==> config.mk <==
export PLATFORM = sky130hd
export DESIGN_NAME = lock_aware_sched
export DESIGN_NICKNAME = d
export VERILOG_FILES = /design/src/rtl/sched_pkg.sv /design/src/rtl/sched_state.sv /design/src/rtl/sched_pick.sv /design/src/rtl/lock_aware_sched.sv
export SDC_FILE = /design/constraint.sdc
export NUM_CORES = 1
export LEC_CHECK = 0
export BUFFER_PORTS_ARGS = -buffer_cell sky130_fd_sc_hd__buf_2
export CORE_MARGIN = 10
export CORE_UTILIZATION = 50
export DETAILED_ROUTE_END_ITERATION = 8
export MAX_ROUTING_LAYER = met4
export PLACE_DENSITY = 0.76
export SYNTH_ARGS = -nofsm -noshare
export SYNTH_HDL_FRONTEND = slang
export SYNTH_HIERARCHICAL = 1
export SYNTH_SLANG_ARGS = --single-unit
==> constraint.sdc <==
create_clock -name clk -period 4.9 [get_ports clk]
set_input_delay 0.98 -clock clk [delete_from_list [all_inputs] [get_ports clk]]
set_output_delay 0.98 -clock clk [all_outputs]
set_load 0.02 [all_outputs]
==> src/rtl/sched_pkg.sv <==
package sched_pkg;
  localparam int THREADS = 4;
  localparam int TID_W   = $clog2(THREADS);
  localparam int HAZ_W   = 2;

  typedef logic [TID_W-1:0] tid_t;

  // strobe from the picker to the per-thread state
  typedef struct packed {
    logic fire;
    tid_t tid;
  } issue_strobe_t;
endpackage

==> src/rtl/sched_state.sv <==
module sched_state
  import sched_pkg::*;
(
  input  logic                      clk,
  input  logic                      rstN,
  input  logic [THREADS-1:0]        threadReady,
  input  logic [THREADS*HAZ_W-1:0]  hazDist,
  input  logic [THREADS-1:0]        lockReq,
  input  logic                      lockGrant,
  input  logic [THREADS-1:0]        wake,
  input  issue_strobe_t             strobe,
  output logic [THREADS-1:0]        elig
);
  logic pendValid;
  tid_t pendTid;

  // one outstanding lock answer at most: it arrives the cycle after issue
  always_ff @(posedge clk or negedge rstN) begin
    if (!rstN) begin
      pendValid <= 1'b0;
      pendTid   <= '0;
    end else begin
      pendValid <= strobe.fire && lockReq[strobe.tid];
      pendTid   <= strobe.tid;
    end
  end

  for (genvar t = 0; t < THREADS; t++) begin : g_thr
    logic [HAZ_W-1:0] hazCnt;
    logic             parked;
    logic             issuedHere;
    logic             answerHere;

    assign issuedHere = strobe.fire && (strobe.tid == tid_t'(t));
    assign answerHere = pendValid && (pendTid == tid_t'(t));

    always_ff @(posedge clk or negedge rstN) begin
      if (!rstN) begin
        hazCnt <= '0;
      end else if (issuedHere) begin
        hazCnt <= hazDist[t*HAZ_W +: HAZ_W];
      end else if (hazCnt != '0) begin
        hazCnt <= hazCnt - 1'b1;
      end
    end

    // wake has priority over a refusal in the same cycle
    always_ff @(posedge clk or negedge rstN) begin
      if (!rstN) begin
        parked <= 1'b0;
      end else if (wake[t]) begin
        parked <= 1'b0;
      end else if (answerHere && !lockGrant) begin
        parked <= 1'b1;
      end
    end

    assign elig[t] = threadReady[t] && !parked && (hazCnt == '0) && !answerHere;

    // a nonzero distance keeps the thread out of the next cycle
    p_haz_hold_r4 : assert property (@(posedge clk) disable iff (!rstN)
      issuedHere && (hazDist[t*HAZ_W +: HAZ_W] != '0) |=> !elig[t]);

    // no issue in the cycle the lock answer is due
    p_lock_hold_r6 : assert property (@(posedge clk) disable iff (!rstN)
      issuedHere && lockReq[t] |=> !elig[t]);

    // refused without wake means out in the next cycle
    p_deny_park_r7 : assert property (@(posedge clk) disable iff (!rstN)
      answerHere && !lockGrant && !wake[t] |=> !elig[t]);
  end
endmodule

==> src/rtl/sched_pick.sv <==
module sched_pick
  import sched_pkg::*;
(
  input  logic               clk,
  input  logic               rstN,
  input  logic [THREADS-1:0] elig,
  output issue_strobe_t      strobe
);
  tid_t rrPtr;
  tid_t pick;
  logic found;

  function automatic tid_t nextOf(tid_t x);
    return (int'(x) == THREADS - 1) ? tid_t'(0) : tid_t'(int'(x) + 1);
  endfunction

  always_comb begin
    found = 1'b0;
    pick  = '0;
    for (int k = 0; k < THREADS; k++) begin
      tid_t idx;
      idx = tid_t'((int'(rrPtr) + k) % THREADS);
      if (!found && elig[idx]) begin
        found = 1'b1;
        pick  = idx;
      end
    end
  end

  assign strobe.fire = found && rstN;
  assign strobe.tid  = pick;

  always_ff @(posedge clk or negedge rstN) begin
    if (!rstN) begin
      rrPtr <= '0;
    end else if (strobe.fire) begin
      rrPtr <= nextOf(pick);
    end
  end

  // only an eligible thread is issued
  p_pick_elig_r2 : assert property (@(posedge clk) disable iff (!rstN)
    strobe.fire |-> elig[strobe.tid]);

  // never a bubble while some thread qualifies
  p_no_idle_r2 : assert property (@(posedge clk) disable iff (!rstN)
    (|elig) |-> strobe.fire);

  // the successor of the last issued thread wins when eligible
  p_rr_next_r3 : assert property (@(posedge clk) disable iff (!rstN)
    $past(strobe.fire) && elig[nextOf($past(strobe.tid))]
      |-> strobe.fire && (strobe.tid == nextOf($past(strobe.tid))));
endmodule

==> src/rtl/lock_aware_sched.sv <==
module lock_aware_sched
  import sched_pkg::*;
(
  input  logic                      clk,
  input  logic                      rstN,
  input  logic [THREADS-1:0]        threadReady,
  input  logic [THREADS*HAZ_W-1:0]  hazDist,
  input  logic [THREADS-1:0]        lockReq,
  input  logic                      lockGrant,
  input  logic [THREADS-1:0]        wake,
  output logic                      issueValid,
  output logic [TID_W-1:0]          issueTid
);
  logic [THREADS-1:0] elig;
  issue_strobe_t      strobe;

  sched_state i_state (
    .clk         (clk),
    .rstN        (rstN),
    .threadReady (threadReady),
    .hazDist     (hazDist),
    .lockReq     (lockReq),
    .lockGrant   (lockGrant),
    .wake        (wake),
    .strobe      (strobe),
    .elig        (elig)
  );

  sched_pick i_pick (
    .clk    (clk),
    .rstN   (rstN),
    .elig   (elig),
    .strobe (strobe)
  );

  assign issueValid = strobe.fire;
  assign issueTid   = strobe.tid;
endmodule

==> results_dict.tcl <==
set metrics [dict create \
    yosysWarnings 6 \
    clk-insertion-delay-late_ns 0.29 \
    rsz0062_at_grt "false" \
    synth-seq-cells 17 \
    crit_fanout 11 \
    cts_sinks 17 \
    fmax_ghz 0.258 \
    cts.clk_slew.worst_paths_ns 0.09 \
    holdWs_ns 0.517 \
    ir_worst_vdd_mv 0.389 \
    worstSetupStartpoint "threadReady[3]" \
    ioPinCount 26 \
    dp_hpwl_mm 1.81 \
    ff2ff_path_depth 10 \
    power_leakage_nw 0.571 \
    cts.path.max_buffers 2 \
    area_growth_pct 16.7 \
    rr_startpoint "i_state/g_thr[3].hazCnt[0]" \
    status "complete, no violations" \
    relSlewSlack 0.583 \
    rows 16 \
    grt_pass1_wl_mm 3.79 \
    drtIter0Drc 30 \
    arrival_ns 2.89 \
    dieWidth_um 65.6 \
    setup.worst_path.end "issueTid[0]" \
    antenna_found_initial 0 \
    start_util 0.529 \
    ys_seq_area_frac 0.410 \
    tightest_slew_ns 0.622 \
    finalSetupViolations 0 \
    syn_area_sq_mm 0.00104 \
    yosys_most_used_dff "dfrtp_1" \
    totalWireLength_mm 2.26 \
    wl_per_cell_um 14.4 \
    hold_class "reg2reg" \
    io_buffers 25 \
    syn_inst 102 \
    slew_violations 0 \
    fp.coreArea_sq_mm 0.00196 \
    max_cap_violations 0 \
    final_nets 158 \
    dieArea_sq_mm 0.00430 \
    worst-r2r-setup-slack_ns 1.81 \
    cp-start-kind "input port" \
    avgSynthCellArea_sq_um 10.2 \
    cts_root_buf "clkbuf_4" \
    cts_tree "built" \
    hold_violations 0 \
    place.gp.congestion 0.729 \
    crit-reg2reg-capture "i_state/pendValid" \
    drtAntennaViolNets 0 \
    synth_nets 129 \
    place_area_sq_mm 0.00119 \
    crit_type "in2out" \
    final.fill_count 190 \
    vias 840 \
    grtUsageTotal 0.114 \
    drtPass1Iterations 4 \
    instances_no_fill 157 \
    antenna_cells 0 \
    cts_max_level 1 \
    crit_path_end_kind "output port" \
    cp_data_required_time_ns 3.92 \
    synth_edf_count 0 \
    cts_resized 0 \
    remaining_drc_errors 0 \
    die_y_um 65.6 \
    powerDensity_mw_per_mm2 613 \
    drive_gt1_frac 0.292 \
    fin_tns_setup_ns 0 \
    layout.cell_area.non_filler_sq_mm 0.00121 \
    post_cts_buffers 0 \
    post-route-min-period_ns 3.87 \
    dp_cells 153 \
    grt_pass1_vias 862 \
    yosys.cell_types.count 38 \
    cts_buffers 3 \
    timing.final.crit_share 0.790 \
    via_per_inst 5.35 \
    async_reset_ff_frac 1.00 \
    grt_max_degree 19 \
    cts_hold_buf 0 \
    clock_skew_ns 0.00481 \
    overflow 0 \
]
==> through the flow <==
stage / total power [W] / setup slack [ns] / utilization
6_report: 0.000743 / 1.03 / 0.618
5_1_grt: 0.000810 / 0.804 / 0.618
3_5_place_dp: 0.000673 / 1.02 / 0.605
4_1_cts: 0.000753 / 1.03 / 0.618
3_3_place_gp: 0.000649 / 1.17 / 0.605
2_1_floorplan: 0.000593 / 1.66 / -
==> cell usage after synthesis, types with 2 or more instances <==
| master | n | area share |
|---|---|---|
| inv_1 | 15 | 0.054 |
| nor2b_1 | 3 | 0.018 |
| nand2_1 | 9 | 0.033 |
| nor2_1 | 4 | 0.014 |
| or4b_1 | 2 | 0.019 |
| nand4b_1 | 2 | 0.017 |
| a21oi_1 | 4 | 0.019 |
| and2_1 | 2 | 0.012 |
| or2_2 | 2 | 0.012 |
| ha_1 | 4 | 0.048 |
| mux2_2 | 5 | 0.054 |
| dfrtp_1 | 17 | 0.41 |
| a311oi_1 | 2 | 0.017 |
| xnor2_1 | 4 | 0.034 |
| nand4bb_1 | 2 | 0.022 |
| nor3b_1 | 2 | 0.014 |
| a31oi_1 | 2 | 0.012 |
==> kinds of logic (layout without fill, tap and decap cells) <==
kind of cell	Yosys count	count (layout)	synth area share
flops	17	17	0.410
xor+xnor	5	5	0.0422
compound gates	17	17	0.133
mux	6	6	0.0759
buf+inv	16	44	0.0651
fa+ha+maj	4	4	0.0482
simple gates	37	37	0.227
==> worst max-delay path: stages <==
cell and delay (ns):
buf_2 0.07, nand2_1 0.05, a311oi_1 0.39, nand2b_1 0.19
a21boi_1 0.18, o221ai_1 0.20, nor2_1 0.54, buf_2 0.28
==> layout make-up <==
| type | count | area, sq um | share of cell area |
|---|---|---|---|
| Tap cell | 27 | 33.8 | 0.0279 |
| Timing Repair Buffer | 25 | 125 | 0.103 |
| Clock buffer | 4 | 26.3 | 0.0217 |
| Inverter | 15 | 56.3 | 0.0464 |
| Sequential cell | 17 | 425 | 0.351 |
| Multi-Input combinational cell | 69 | 546 | 0.450 |
==> cells in the final DEF (no fill, tap or decap), types with 2 or more instances in the layout <==
| master | netlist | routed |
|---|---|---|
| ha_1 | 4 | 4 |
| nor3b_1 | 2 | 2 |
| mux2_2 | 5 | 5 |
| inv_1 | 15 | 15 |
| nand4bb_1 | 2 | 2 |
| buf_2 | 0 | 25 |
| or2_2 | 2 | 2 |
| nor2b_1 | 3 | 3 |
| and2_1 | 2 | 2 |
| or4b_1 | 2 | 2 |
| nand4b_1 | 2 | 2 |
| a311oi_1 | 2 | 2 |
| nand2_1 | 9 | 9 |
| clkbuf_4 | 0 | 3 |
| dfrtp_1 | 17 | 17 |
| nor2_1 | 4 | 4 |
| a21oi_1 | 4 | 4 |
| a31oi_1 | 2 | 2 |
| xnor2_1 | 4 | 4 |
==> where the power goes <==
part | switching [W] | leakage [nW] | internal [W]
logic | 0.000211 | 0.342 | 0.000206
clock network | 0.0000442 | 0.0150 | 0.0000317
registers | 0.0000514 | 0.213 | 0.000199
total | 0.000306 | 0.571 | 0.000437
==> metal layers <==
metal / global-route usage / share of wire / vias to the layer above
li1: - / - / 414
met2: 0.176 / 0.47 / 24
met5: - / 0 / -
met3: 0.0390 / 0.075 / 3
met1: 0.130 / 0.44 / 399
met4: 0.0508 / 0.012 / 0
==> registers in the layout (all words and copies together) (netlist names) <==
register and flops:
i_state/g_thr.parked 4, i_state/pendValid 1, i_pick/rrPtr 2, i_state/g_thr.hazCnt 8
i_state/pendTid 2
==> worst min-delay path by stage <==
stage                                        from                      end  slack [ns]  depth (start not counted)
after floorplan           i_state/g_thr[2].parked  i_state/g_thr[2].parked        0.48                          2
after global placement    i_state/g_thr[2].parked  i_state/g_thr[2].parked        0.51                          2
after detailed placement  i_state/g_thr[2].parked  i_state/g_thr[2].parked        0.51                          2
after CTS                 i_state/g_thr[2].parked  i_state/g_thr[2].parked        0.53                          2
after global routing      i_state/g_thr[1].parked  i_state/g_thr[1].parked        0.55                          2
final                     i_state/g_thr[2].parked  i_state/g_thr[2].parked        0.52                          2
Note: power is estimated with default switching activity, not from simulation.
